**src/rtl/scp_pkg.sv**
```systemverilog
package scp_pkg;

    parameter int WORD_W      = 16;
    parameter int ATT_W       = 11;
    parameter int RATE_W      = 2;
    parameter int SYNC_STAGES = 2;

    localparam int SEL_HI = WORD_W - 1;
    localparam int SEL_LO = WORD_W - 2;

    typedef enum logic [1:0] {
        SEL_LEVEL  = 2'b00,
        SEL_FORMAT = 2'b01,
        SEL_BAD_A  = 2'b10,
        SEL_BAD_B  = 2'b11
    } sel_e;

    typedef struct packed {
        logic             deemph_en;
        logic             mute;
        logic [ATT_W-1:0] code;
    } level_reg_t;

    typedef struct packed {
        logic              lsb_first;
        logic              len18;
        logic              zd_long;
        logic [RATE_W-1:0] rate;
        logic              sync_en;
    } format_reg_t;

    localparam level_reg_t LEVEL_RST = '{deemph_en: 1'b0, mute: 1'b0,
                                         code: ATT_W'(11'h400)};
    localparam format_reg_t FORMAT_RST = '0;

    function automatic sel_e word_sel(input logic [WORD_W-1:0] w);
        return sel_e'(w[SEL_HI:SEL_LO]);
    endfunction

endpackage

```
**src/rtl/scp_sync.sv**
```systemverilog
module scp_sync #(
    parameter int WIDTH  = 3,
    parameter int STAGES = scp_pkg::SYNC_STAGES
) (
    input  logic             clk,
    input  logic             rst,
    input  logic [WIDTH-1:0] async_in,
    output logic [WIDTH-1:0] sync_out
);

    for (genvar g = 0; g < WIDTH; g++) begin : g_bit
        logic [STAGES-1:0] pipe;
        always_ff @(posedge clk) begin
            if (rst) pipe <= '0;
            else     pipe <= {pipe[STAGES-2:0], async_in[g]};
        end
        assign sync_out[g] = pipe[STAGES-1];
    end

endmodule

```
**src/rtl/scp_shifter.sv**
```systemverilog
module scp_shifter
    import scp_pkg::*;
(
    input  logic              clk,
    input  logic              rst,
    input  logic              sclk_s,
    input  logic              sdata_s,
    input  logic              strobe_s,
    output logic [WORD_W-1:0] word,
    output logic              commit
);

    logic sclk_prev;
    logic strobe_prev;
    logic sclk_rise;
    logic strobe_fall;

    assign sclk_rise   = sclk_s & ~sclk_prev;
    assign strobe_fall = ~strobe_s & strobe_prev;

    always_ff @(posedge clk) begin
        if (rst) begin
            sclk_prev   <= 1'b0;
            strobe_prev <= 1'b0;
            word        <= '0;
            commit      <= 1'b0;
        end else begin
            sclk_prev   <= sclk_s;
            strobe_prev <= strobe_s;
            commit      <= strobe_fall;
            if (sclk_rise)
                word <= {sdata_s, word[WORD_W-1:1]};
        end
    end

endmodule

```
**src/rtl/scp_regs.sv**
```systemverilog
module scp_regs
    import scp_pkg::*;
(
    input  logic              clk,
    input  logic              rst,
    input  logic [WORD_W-1:0] word,
    input  logic              commit,
    output level_reg_t        level_q,
    output format_reg_t       format_q,
    output logic              wr_level,
    output logic              wr_format
);

    level_reg_t  level_d;
    format_reg_t format_d;
    logic        unused_rsvd;

    always_comb begin
        level_d.deemph_en = word[13];
        level_d.mute      = word[12];
        level_d.code      = word[ATT_W-1:0];
        format_d.lsb_first = word[13];
        format_d.len18     = word[12];
        format_d.zd_long   = word[5];
        format_d.rate      = word[3:2];
        format_d.sync_en   = word[1];
    end

    assign unused_rsvd = word[11];

    always_ff @(posedge clk) begin
        if (rst) begin
            level_q   <= LEVEL_RST;
            format_q  <= FORMAT_RST;
            wr_level  <= 1'b0;
            wr_format <= 1'b0;
        end else begin
            wr_level  <= 1'b0;
            wr_format <= 1'b0;
            if (commit) begin
                case (word_sel(word))
                    SEL_LEVEL: begin
                        level_q  <= level_d;
                        wr_level <= 1'b1;
                    end
                    SEL_FORMAT: begin
                        format_q  <= format_d;
                        wr_format <= 1'b1;
                    end
                    default: ;
                endcase
            end
        end
    end

endmodule

```
**src/rtl/serial_cfg_port.sv**
```systemverilog
module serial_cfg_port
    import scp_pkg::*;
(
    input  logic              clk,
    input  logic              rst,
    input  logic              sclk_in,
    input  logic              sdata_in,
    input  logic              strobe_in,
    output logic              deemph_en,
    output logic              chan_mute,
    output logic [ATT_W-1:0]  atten_code,
    output logic              audio_lsb_first,
    output logic              word_18bit,
    output logic              zd_long,
    output logic [RATE_W-1:0] deemph_rate,
    output logic              sync_en,
    output logic              wr_level,
    output logic              wr_format
);

    logic [2:0]        synced;
    logic [WORD_W-1:0] shift_word;
    logic              commit;
    level_reg_t        level_q;
    format_reg_t       format_q;

    scp_sync #(.WIDTH(3), .STAGES(SYNC_STAGES)) u_sync (
        .clk      (clk),
        .rst      (rst),
        .async_in ({strobe_in, sdata_in, sclk_in}),
        .sync_out (synced)
    );

    scp_shifter u_shift (
        .clk      (clk),
        .rst      (rst),
        .sclk_s   (synced[0]),
        .sdata_s  (synced[1]),
        .strobe_s (synced[2]),
        .word     (shift_word),
        .commit   (commit)
    );

    scp_regs u_regs (
        .clk       (clk),
        .rst       (rst),
        .word      (shift_word),
        .commit    (commit),
        .level_q   (level_q),
        .format_q  (format_q),
        .wr_level  (wr_level),
        .wr_format (wr_format)
    );

    assign deemph_en       = level_q.deemph_en;
    assign chan_mute       = level_q.mute;
    assign atten_code      = level_q.code;
    assign audio_lsb_first = format_q.lsb_first;
    assign word_18bit      = format_q.len18;
    assign zd_long         = format_q.zd_long;
    assign deemph_rate     = format_q.rate;
    assign sync_en         = format_q.sync_en;

endmodule

```
**config.mk**
```make
export PLATFORM = sky130hd
export DESIGN_NAME = serial_cfg_port
export DESIGN_NICKNAME = d
export VERILOG_FILES = /design/src/rtl/scp_pkg.sv /design/src/rtl/scp_sync.sv /design/src/rtl/scp_shifter.sv /design/src/rtl/scp_regs.sv /design/src/rtl/serial_cfg_port.sv
export SDC_FILE = /design/constraint.sdc
export NUM_CORES = 1
export LEC_CHECK = 0
export BUFFER_PORTS_ARGS = -buffer_cell sky130_fd_sc_hd__buf_2
export CORE_ASPECT_RATIO = 0.75
export CORE_MARGIN = 5
export CORE_UTILIZATION = 45
export DETAILED_ROUTE_END_ITERATION = 10
export PLACE_DENSITY = 0.64
export SETUP_SLACK_MARGIN = 0.4
export SYNTH_ARGS = -nofsm -noshare
export SYNTH_HDL_FRONTEND = slang
export SYNTH_SLANG_ARGS = --single-unit
```
**constraint.sdc**
```tcl
create_clock -name clk -period 2.3 [get_ports clk]
set_clock_uncertainty 0.15 [all_clocks]
set_input_delay 0.46 -clock clk [delete_from_list [all_inputs] [get_ports clk]]
set_output_delay 0.46 -clock clk [all_outputs]
set_load 0.1 [all_outputs]
```
After elaboration in Yosys (flattened, before gate mapping)
Index checks and enable logic that the tools add are counted.
{ "word_totals": {"output_inout_bits": 21, "ff_bits": 46} }
{ "op_classes": {"n_bitwise": 5, "n_eq_ne": 1, "mux": 2, "reduce_logical": 4} }
{ "op_table": {"columns": ["op", "n"], "rows": [
  ["2-bit AND reduction", 2],
  ["1-bit inverter", 3],
  ["1-bit AND", 2],
  ["2-bit by 1-bit equality test with 1-bit output (second input constant)", 1],
  ["2-bit logical NOT", 1],
  ["1-bit 2-to-1 mux", 2],
  ["2-bit OR reduction", 1]
]} }

Depth between registers and ports, before layout
Gate-level depths: netlist of run 1.
{ "logic_depth": {"ltp_word": 2, "ltp_mapped": 5, "mapped_depth_nobuf": 3} }

Hierarchy
A second synthesis of run 1 with hierarchy kept.
{ "unflattened": {"hier_cells": 159, "hier_area_um2": 1775.5} }
{ "modules_own_cells": {"columns": ["module", "n_inst", "area_per_inst_um2", "cells_each", "seq_area_each_um2"], "rows": [
  ["scp_regs", 1, 888.4, 84, 420.4],
  ["scp_shifter", 1, 706.9, 60, 380.4],
  ["scp_sync", 1, 180.2, 15, 120.1]
]} }

Worst setup path after synthesis of run 1
No wires, ideal clock.
{ "synth_timing": {"path_kind": "flip-flop to output port", "from": "register u_regs.level_q[10] (netlist name)", "to": "output atten_code[10]", "path_buffers": 0, "t_required_ps": 1690, "stages_incl_launch_ff": 1, "slack_ps": 765, "t_arrival_ps": 925, "cell_sequence": "dfxtp_1"} }
{ "synth_lines": {"columns": ["element", "line", "text"], "rows": [
  ["end, declared", "serial_cfg_port.sv:11", "output logic [ATT_W-1:0] atten_code,"]
]} }
No word-level cell between the ends.

Final worst setup path of run 1
{ "layout_timing": {"from": "register u_regs.level_q[5] (netlist name)", "to": "output atten_code[5]"} }
No word-level cell between the ends.

==> results by group, run 1 <==
Synthesis
  • Main synth FF type: dfxtp_1
  • Most numerous cell in the Yosys netlist: nand2_1
  • Synthesized area: around 1600 um2
  • Async S/R FF share, synth: 0%
  • Number of synthesized flops with an enable pin: 0
  • Mux cell area share after synthesis: approximately 3.9%
  • Syn nets: 177
  • Synth Area in XOR/XNOR: 0%
  • Synthesis Warnings: 0
  • Synthesized-area fraction occupied by adder cells: 0%
  • Area leader, netlist: dfxtp_1
  • Post-synth top area share: 59.4%
  • Main combinational cell family by area after synthesis: simple AND/OR/NAND/NOR gates
  • Compound-Gate Fraction of Synth Area: 9.04%
  • Synth cell types: 19
  • Area contributors post-synth: dfxtp_1 59%, nand2_1 14%, a21oi_1 9.0%, mux2i_1 3.9%, nor2b_1 3.6%
  • Commonest cells post-synth: 56 x nand2_1, 46 x dfxtp_1, 28 x a21oi_1
  • Seq/Total Area, Yosys: between 50% and 60%
  • Post-Synth Simple-Gate Area: between 20 and 25%
  • Avg Synthesized Cell Area: about 9.0 um2
  • Mapped Cells: about 170
  • #FFs+latches synth: between 40 and 50

Floorplan
  • Die width: 77.8 um
  • Rows: 18
  • Full die area: 4730 um2
  • Io pins: 26
  • Total core area: 3310 um2
  • Die height: between 60 and 70 um
  • Initial core utilization: a little under half

Timing
  • Slew Limit Headroom: about 56%
  • Setup TNS: 0 ps
  • RSZ-0062 raised after global routing: no
  • Fin. Hold Viols: 0
  • Final worst setup slack: 628 ps
  • Period utilization: a little over 70%
  • Final Setup Violations: 0
  • Max Clock Freq: around 0.6 GHz
  • Pins Over Slew Limit: 0
  • Minimum clock period: roughly 1700 ps
  • Slew @ Worst Pin: 662 ps

Clock network
  • TritonCTS clock tree: built
  • PostCTS Resize Cnt: 0
  • CTS sink cnt: 46
  • Post-CTS Hold Fix Bufs: 0
  • Clk buf depth: 2
  • Worst-path clk slew: 90 ps
  • CTS H-Tree Depth: 2
  • Setup Buffers After CTS: 0
  • TritonCTS buffer count: 5
  • Root Buffer: clkbuf_8
  • Clock latency on the worst-skew pair: approximately 300 ps

Routing
  • First-pass detailed-route iteration total: 4
  • DRC Markers: 0
  • Final wirelength: approximately 2.9 mm
  • Average routed wire per standard cell: approximately 12 um
  • Avg Vias per Cell: between 4 and 5
  • Via Count: approximately 1200
  • Initial DRC count: between 60 and 70
  • Detail Route Antenna Nets: 0

Cells and area
  • Share of layout cells above drive strength 1: 20.3%
  • Fin area: approximately 1800 um2
  • # fillers: 314
  • Syn-to-layout area delta: 15.4%
  • Final net count: approximately 200
  • Final core utilization: 54.0%
  • Non-filler instance count after layout: between 200 and 250
  • Ant diodes: 0

Power
  • Sw Ratio: a little over a fifth
  • Sequential share of power: ~60%
  • Int Pwr: 1.05 mW
  • P per Cell Area: 751 nW/um2
  • Gate power share: approximately 2.8%
  • Leakage: roughly 0.73 nW
  • Clock share of power: between 30% and 40%
  • Switching power: 0.290 mW
  • VDD IR max: about 0.00036 V

Setup path
  • Worst Path Required: 1690 ps
  • Crit-path slowest cell: buf_2
  • CP Class: register to output pin
  • Crit path arrival time: approximately 1100 ps
  • Worst path bufs/invs: 1
  • CP peak stage delay: around 430 ps
  • Crit Path Max Fanout: 2
  • Crit-path cells: buf_2
  • CP Capture Type: output pin
  • Crit path max-delay family: buffers and inverters
  • CP Launch Type: register

Min path
  • HP Class: input pin to register

GRT
  • Vias in the first global route: 1047
  • Global-route wire length before repair: between 4 and 5 mm
  • Initial antenna violation count: 0
  • Largest net degree at the start of global routing: 24
  • Global Route Usage Sum: a little over an eighth
  • GR Overflow Total: 0

Placement
  • Pre-CTS setup slack: ~800 ps
  • Hpwl dp: 2.04 mm
  • DP Area: around 1700 um2
  • Dpl cells: 229
  • Number of I/O port buffers: 25
  • GPL Wtd Cong: 0.734

Status
  • Status: complete, no violations

Run
  • Max cap viols: 0
-- cells by family after synthesis --
group                  Yosys count
and+or+nand+nor                 81
buffers and inverters           11
muxes                            6
DFF                             46
AOI/OAI and AO/OA               28
-- through the flow --
stage / total power, mW / hold WS, ps
floorplan: 0.852 / 238
global placement: 0.860 / 248
detailed placement: 0.861 / 254
CTS: 1.36 / 214
global route: 1.40 / 214
finish: 1.34 / 222
-- state kept, by name, indices dropped and copies added (netlist names) --
signal               flops
u_shift.word            16
u_regs.level_q          13
u_regs.format_q          6
u_sync.g_bit.pipe        6
u_regs.wr_format         1
u_regs.wr_level          1
u_shift.commit           1
u_shift.sclk_prev        1
u_shift.strobe_prev      1
-- per-layer routing --
layer,GRT usage [%],wire length [um]
met1,16.7,1390
met5,0,0
met4,7.35,38
met2,19.7,1240
met3,4.30,203
-- cells in the final DEF, fill, tap and decap left out --
cell	synthesis	final
nand3b_2	1	1
nor4b_1	1	1
a21oi_1	28	28
dfxtp_1	46	46
nor3_2	1	1
nand2_1	56	56
mux2i_1	6	6
nor4bb_1	1	1
or3b_4	1	1
nor3b_1	1	1
nand2b_1	1	1
buf_2	3	25
buf_4	0	3
nor2_1	7	7
nor2b_1	9	9
clkbuf_8	0	6
clkinvlp_4	0	1
clkinv_2	0	1
nor3_1	1	1
nor3b_2	1	1
-- power groups by stage --
stage,sequential [mW],clock [mW],combinational [mW]
2_1_floorplan,0.827,0,0.0253
3_3_place_gp,0.823,0,0.0369
3_5_place_dp,0.824,0,0.0375
4_1_cts,0.805,0.519,0.0376
5_1_grt,0.806,0.551,0.0415
6_report,0.805,0.502,0.0373
-- layout make-up --
type / instances / area [um2] / share of cell area (%)
sequential: 46 / 921 / 51.5
multi-input combinational: 115 / 576 / 32.2
timing repair buffer: 28 / 148 / 8.25
clock buffer: 6 / 82.6 / 4.62
tap: 40 / 50.0 / 2.80
clock inverter: 2 / 12.5 / 0.699
-- worst paths after layout --
| check | start | to | depth (start not counted) | slack, ps |
|---|---|---|---|---|
| worst min-delay path | strobe_in | u_sync.g_bit[2].pipe[0] | 2 | 220 |
| worst max-delay path | u_regs.level_q[5] | atten_code[5] | 1 | 630 |
| worst max register to register | u_shift.word[14] | u_regs.level_q[12] | 3 | 810 |
| worst min register to register | u_sync.g_bit[2].pipe[1] | u_shift.commit | 1 | 260 |
Note: power is estimated with default switching activity, not from simulation.
==> run 2: changes to the inputs <==
--- a/config.mk
+++ b/config.mk
@@ -10,7 +10,7 @@
 export CORE_MARGIN = 5
 export CORE_UTILIZATION = 45
 export DETAILED_ROUTE_END_ITERATION = 10
-export PLACE_DENSITY = 0.64
+export PLACE_DENSITY = 0.67
 export SETUP_SLACK_MARGIN = 0.4
 export SYNTH_ARGS = -nofsm -noshare
 export SYNTH_HDL_FRONTEND = slang
==> constraint.sdc (replaced) <==
create_clock -name clk -period 1.45 [get_ports clk]
set_clock_uncertainty 0.15 [all_clocks]
set_input_delay 0.29 -clock clk [delete_from_list [all_inputs] [get_ports clk]]
set_output_delay 0.29 -clock clk [all_outputs]
set_load 0.1 [all_outputs]
==> run 2 against run 1 <==
  * Largest cell class unchanged
  * Sequential power up 54%
  * Hold slack worse by 190 ps
  * Count of clock-buffer cells in the layout unchanged
  * Die area unchanged
  * Setup slack worse by 480 ps
  * Global-route usage up 4.3 points
  * Sequential cell count unchanged
==> results by group, run 2 (synthesis gave the netlist of run 1 again) <==
Status
  • Status: complete, no violations (unchanged)

Floorplan
  • Io pins: 26 (unchanged)
  • Die height: 60.8 um (unchanged)
  • Full die area: 4730 um2 (unchanged)
  • Rows: 18 (unchanged)
  • Initial core utilization: 46.8% (unchanged)
  • Die width: 77.8 um (unchanged)
  • Total core area: 3310 um2 (unchanged)

Cells and area
  • Final net count: 218 (was 201)
  • Final core utilization: 78.0% (was 54.0%)
  • Syn-to-layout area delta: 66.5% (was 15.4%)
  • Most frequent cells in the layout: 27 x nand2_1, 24 x buf_12, 24 x dfxtp_4 (was 56 x nand2_1, 46 x dfxtp_1, 28 x a21oi_1)
  • Share of layout cells above drive strength 1: 58.9% (was 20.3%)
  • Register area: 1010 um2 (was 921 um2)
  • Top reg by flops: u_shift.word (unchanged)
  • # fillers: 207 (was 314)
  • Area of the multi-input gates: 786 um2 (was 576 um2)
  • Most common cell after layout, fill and taps aside: nand2_1 (unchanged)
  • Max reg flops: 16 (unchanged)
  • Largest regs: u_shift.word (16), u_regs.level_q (13) (unchanged)
  • Ant diodes: 0 (unchanged)

Clock network
  • Clk buf depth: 2 (unchanged)
  • TritonCTS clock tree: built (unchanged)
  • Post-CTS Hold Fix Bufs: 0 (unchanged)
  • Worst-path clk slew: 80 ps (was 90 ps)
  • CTS sink cnt: 46 (unchanged)
  • CTS H-Tree Depth: 2 (unchanged)
  • TritonCTS buffer count: 5 (unchanged)
  • Root Buffer: clkbuf_8 (unchanged)
  • Clock latency on the worst-skew pair: 310 ps (was 300 ps)

GRT
  • Vias in the first global route: 1276 (was 1047)
  • Global Route Usage Sum: 17.4% (was 13.1%)
  • GR Overflow Total: 0 (unchanged)
  • Global-route wire length before repair: 6.23 mm (was 4.80 mm)
  • Largest net degree at the start of global routing: 26 (was 24)
  • Initial antenna violation count: 0 (unchanged)

Run
  • Max cap viols: 0 (unchanged)

Placement
  • Pre-CTS setup slack: 151 ps (was 810 ps)
  • Hpwl dp: 2.25 mm (was 2.04 mm)
  • GPL Wtd Cong: 0.747 (was 0.734)
  • Number of I/O port buffers: 25 (unchanged)

Timing
  • Period utilization: 89.7%
  • Max Clock Freq: ~0.77 GHz
  • Slew Limit Headroom: 69.2% (was 55.7%)
  • Pins Over Slew Limit: 0 (unchanged)
  • RSZ-0062 raised after global routing: yes (was no)
  • Final worst setup slack: 149 ps (was 628 ps)
  • Minimum clock period: 1300 ps
  • Final Setup Violations: 0 (unchanged)
  • Fin. Hold Viols: 0 (unchanged)
  • Setup TNS: 0 ps (unchanged)
  • Slew @ Worst Pin: 462 ps (was 662 ps)

Setup path
  • Crit Path Max Fanout: 7 (was 2)
  • CP peak stage delay: 480 ps (was 430 ps)
  • Worst-case reg-to-reg path depth: 3 (unchanged)
  • Worst Setup SP: u_shift.word[15] (was u_regs.level_q[5])
  • Worst Path Required: 1480 ps (was 1690 ps)
  • Crit-path slowest cell: or3b_4 (was buf_2)
  • CP Launch Type: register (unchanged)
  • Crit path arrival time: 1330 ps (was 1060 ps)
  • Worst reg-to-reg setup slack: 150 ps (was 810 ps)
  • Reg2Reg Capture Point: u_regs.level_q[6] (was u_regs.level_q[12])
  • Crit-path cells: or3b_4, nand2_2, a21oi_1 (was buf_2)
  • CP Capture Type: register (was output pin)
  • CP Class: register to register (was register to output pin)
  • Worst reg2reg startpoint: u_shift.word[15] (was u_shift.word[14])
  • Crit path to: u_regs.level_q[6] (was atten_code[5])

Routing
  • Avg Vias per Cell: 5.28 (was 4.93)
  • Via Count: 1342 (was 1168)
  • DRC Markers: 0 (unchanged)
  • First-pass detailed-route iteration total: 4 (unchanged)
  • Average routed wire per standard cell: 16.5 um (was 12.1 um)
  • Initial DRC count: 131 (was 65)
  • Detail Route Antenna Nets: 0 (unchanged)
  • Final wirelength: 4.20 mm (was 2.87 mm)

Power
  • VDD IR max: 0.000739 V (was 0.000364 V)
  • Leakage: 1.08 nW (was 0.731 nW)
  • P per Cell Area: 815 nW/um2 (was 751 nW/um2)

Min path
  • HP Class: input pin to register (unchanged)
-- run 2: cell count changes in the layout (fill, tap and decap cells not counted), sizes merged --
| cell | change |
|---|---|
| buf | +16 |
| clkinv | +1 |
| clkinvlp | -1 |
| or3b | +1 |
-- run 2: power by group --
| group | switching [mW] | total, mW | leakage, nW | internal, mW |
|---|---|---|---|---|
| clock | 0.430 | 0.762 | 0.0426 | 0.332 |
| combinational | 0.0621 | 0.106 | 0.645 | 0.0436 |
| sequential | 0.00598 | 1.24 | 0.391 | 1.23 |
-- run 2: metal layers --
metal	vias up	GRT usage [%]	part of all wire (%)
met5	-	0	0
met4	0	8.82	3.1
met3	13	5.34	6.3
met2	48	29.8	47
met1	641	20.1	43
li1	640	-	-
-- run 2: metrics by stage --
step                      hold WS [ps]  cells  area, um2  power [mW]
after floorplan                    231    172       1650        1.32
after global placement             238    230       2110        1.33
after detailed placement           253    230       2110        1.34
after CTS                         39.2    249       2360        2.07
after global routing              51.6    254       2580        2.17
final                             35.6    254       2580        2.10
-- run 2: critical path: cells and delay by family (launching register included) --
family,cells,cell delay [ps]
AND/OR/NAND/NOR,2,570
flip-flops,1,380
AO/OA/AOI/OAI,1,70
-- run 2: worst min path at each step --
stage	start	to	slack, ps	depth (start not counted)
finish	sclk_in	u_sync.g_bit[0].pipe[0]	40	2
global route	strobe_in	u_sync.g_bit[2].pipe[0]	50	2
CTS	strobe_in	u_sync.g_bit[2].pipe[0]	40	2
detailed placement	u_sync.g_bit[2].pipe[1]	u_shift.commit	250	1
global placement	u_sync.g_bit[2].pipe[1]	u_shift.commit	240	1
floorplan	u_sync.g_bit[2].pipe[1]	u_shift.commit	230	1
-- run 2: cell type report --
type / count / area share (%)
Multi-Input combinational cell: 116 / 30.4
Clock buffer: 6 / 2.81
Timing Repair Buffer: 44 / 25.2
Sequential cell: 46 / 39.3
Clock inverter: 2 / 0.339
Tap cell: 40 / 1.94
-- run 2: timing repair --
item                                    4_1_cts  5_1_grt
gates cloned                                  3        0
pin swaps                                    27       21
endpoints found under the hold margin         0        0
resized for setup                            27       51
endpoints found under the setup margin       56       58
buffers inserted                              8        5
==> run 3: changes to the inputs <==
--- a/config.mk
+++ b/config.mk
@@ -9,8 +9,10 @@
 export CORE_ASPECT_RATIO = 0.75
 export CORE_MARGIN = 5
 export CORE_UTILIZATION = 45
+export CTS_CLUSTER_DIAMETER = 200
 export DETAILED_ROUTE_END_ITERATION = 10
 export PLACE_DENSITY = 0.67
+export RECOVER_POWER = 50
 export SETUP_SLACK_MARGIN = 0.4
 export SYNTH_ARGS = -nofsm -noshare
 export SYNTH_HDL_FRONTEND = slang
==> run 3 against run 2 <==
  * Utilization shrank 0.79 points
  * Setup slack lost 23 ps
  * Register-to-register slack lost 20 ps
  * Critical path type unchanged
  * Sequential share of layout area grew 0.40 points
  * Final cell count is the same
  * Clock power shrank 1%
  * Critical path depth grew 1
==> results by group, run 3 (synthesis gave the netlist of run 1 again) <==
Status
  • Status: complete, no violations (unchanged)

Clock network
  • Clk buf depth: 2 (unchanged)
  • Root Buffer: clkbuf_8 (unchanged)
  • Clock latency on the worst-skew pair: 300 ps (was 310 ps)
  • CTS sink cnt: 46 (unchanged)
  • TritonCTS clock tree: built (unchanged)
  • CTS H-Tree Depth: 2 (unchanged)
  • TritonCTS buffer count: 5 (unchanged)
  • Worst-path clk slew: 80 ps (about the same)

Setup path
  • CP Capture Type: register (unchanged)
  • Worst Path Required: 1540 ps (was 1480 ps)
  • Crit-path cells: nor2b_1, buf_12, nand2_4, a21oi_2 (was or3b_4, nand2_2, a21oi_1)
  • Crit-path slowest cell: dfxtp_2 (was or3b_4)
  • Crit path max-delay family: simple AND/OR/NAND/NOR gates (unchanged)
  • Crit path arrival time: 1410 ps (was 1330 ps)
  • Crit Path Max Fanout: 8 (was 7)
  • CP peak stage delay: 350 ps (was 480 ps)
  • Worst reg-to-reg setup slack: 130 ps (was 150 ps)
  • Worst-case reg-to-reg path depth: 4 (was 3)
  • Worst Setup SP: u_sync.g_bit[0].pipe[1] (was u_shift.word[15])
  • CP Launch Type: register (unchanged)
  • Worst reg2reg startpoint: u_sync.g_bit[0].pipe[1] (was u_shift.word[15])
  • Worst path bufs/invs: 1 (was 0)
  • CP Class: register to register (unchanged)
  • Reg2Reg Capture Point: u_shift.word[12] (was u_regs.level_q[6])
  • WP depth: 4 (was 3)
  • Crit path to: u_shift.word[12] (was u_regs.level_q[6])

Power
  • Switching power: 0.489 mW (was 0.498 mW)
  • Int Pwr: 1.60 mW (about the same)
  • Sw Ratio: 23.4% (was 23.7%)
  • Clock share of power: 36.0% (was 36.2%)
  • VDD IR max: 0.000740 V (was 0.000739 V)
  • Sequential share of power: 59.0% (was 58.8%)
  • Gate power share: 4.9% (was 5.0%)
  • P per Cell Area: 819 nW/um2 (was 815 nW/um2)
  • Pwr Total: 2.09 mW (was 2.10 mW)
  • Leakage: 1.08 nW (about the same)

Routing
  • Avg Vias per Cell: 5.32 (was 5.28)
  • Final wirelength: 4.20 mm (about the same)
  • First-pass detailed-route iteration total: 4 (unchanged)
  • Initial DRC count: 134 (was 131)
  • DRC Markers: 0 (unchanged)
  • Detail Route Antenna Nets: 0 (unchanged)
  • Average routed wire per standard cell: 16.5 um (about the same)
  • Via Count: 1352 (was 1342)

Timing
  • Slew @ Worst Pin: 461 ps (was 462 ps)
  • Max Clock Freq: 0.755 GHz (was 0.769 GHz)
  • RSZ-0062 raised after global routing: yes (unchanged)
  • Fin. Hold Viols: 0 (unchanged)
  • Final worst setup slack: 126 ps (was 149 ps)
  • Period utilization: 91.3% (was 89.7%)
  • Setup TNS: 0 ps (unchanged)
  • Pins Over Slew Limit: 0 (unchanged)
  • Minimum clock period: 1320 ps (was 1300 ps)
  • Slew Limit Headroom: 69.3% (was 69.2%)
  • Final Setup Violations: 0 (unchanged)

Cells and area
  • Final core utilization: 77.2% (was 78.0%)
  • Max reg flops: 16 (unchanged)
  • Largest regs: u_shift.word (16), u_regs.level_q (13) (unchanged)
  • Top reg by flops: u_shift.word (unchanged)
  • Most common cell after layout, fill and taps aside: nand2_1 (unchanged)
  • Most frequent cells in the layout: 27 x nand2_1, 24 x buf_12, 24 x dfxtp_4 (unchanged)
  • Ant diodes: 0 (unchanged)
  • Syn-to-layout area delta: 64.8% (was 66.5%)
  • Final net count: 218 (unchanged)
  • Share of layout cells above drive strength 1: 56.1% (was 58.9%)

Floorplan
  • Io pins: 26 (unchanged)
  • Rows: 18 (unchanged)
  • Initial core utilization: 46.8% (unchanged)
  • Full die area: 4730 um2 (unchanged)
  • Total core area: 3310 um2 (unchanged)
  • Die height: 60.8 um (unchanged)
  • Die width: 77.8 um (unchanged)

GRT
  • Vias in the first global route: 1276 (unchanged)
  • Global-route wire length before repair: 6.23 mm (unchanged)
  • GR Overflow Total: 0 (unchanged)
  • Global Route Usage Sum: 17.4% (unchanged)
  • Initial antenna violation count: 0 (unchanged)
  • Largest net degree at the start of global routing: 26 (unchanged)

Placement
  • Number of I/O port buffers: 25 (unchanged)
  • Hpwl dp: 2.25 mm (unchanged)
  • Pre-CTS setup slack: 151 ps (unchanged)
  • GPL Wtd Cong: 0.747 (unchanged)

Run
  • Max cap viols: 0 (unchanged)

Min path
  • HP Class: input pin to register (unchanged)
## run 3: layer usage
layer / part of all wire (%) / global-route usage, % / vias to the layer above
li1: - / - / 641
met1: 42 / 20.1 / 639
met2: 48 / 29.8 / 61
met4: 2.6 / 8.82 / 0
met3: 7.0 / 5.34 / 11
met5: 0 / 0 / -
## run 3: through the flow
stage          hold WS (ps)  std cells  cell area [um2]
2_1_floorplan           231        172             1650
3_3_place_gp            238        230             2110
3_5_place_dp            253        230             2110
4_1_cts                39.2        249             2360
5_1_grt                51.6        254             2550
6_report               40.9        254             2550
## run 3: timing repair
action / 4_1_cts / 5_1_grt
setup buffers: 8 / 5
hold buffers: 0 / 0
pin swaps: 27 / 21
resized for setup: 27 / 51
endpoints found under the setup margin: 56 / 58
gates cloned: 3 / 0
endpoints found under the hold margin: 0 / 0
## run 3: cell type report
| class | count | area, um2 |
|---|---|---|
| sequential | 46 | 1010 |
| tap | 40 | 50.0 |
| fill | 219 | 756 |
| timing repair buffer | 44 | 651 |
| clock buffer | 6 | 72.6 |
| multi-input combinational | 116 | 759 |
| clock inverter | 2 | 8.76 |
## run 3: worst min path at each step
stage                                          to  depth (start not counted)  slack, ps                    start
final                     u_sync.g_bit[0].pipe[0]                          2         40                  sclk_in
after global routing      u_sync.g_bit[2].pipe[0]                          2         50                strobe_in
after CTS                 u_sync.g_bit[2].pipe[0]                          2         40                strobe_in
after detailed placement           u_shift.commit                          1        250  u_sync.g_bit[2].pipe[1]
after global placement             u_shift.commit                          1        240  u_sync.g_bit[2].pipe[1]
after floorplan                    u_shift.commit                          1        230  u_sync.g_bit[2].pipe[1]
## run 3: power groups by stage
stage               Sequential [mW]  Clock [mW]  Combinational [mW]
CTS                            1.24       0.748              0.0852
global placement               1.27           0              0.0646
finish                         1.23       0.754               0.103
global route                   1.24       0.819               0.109
detailed placement             1.27           0              0.0664
floorplan                      1.27           0              0.0450
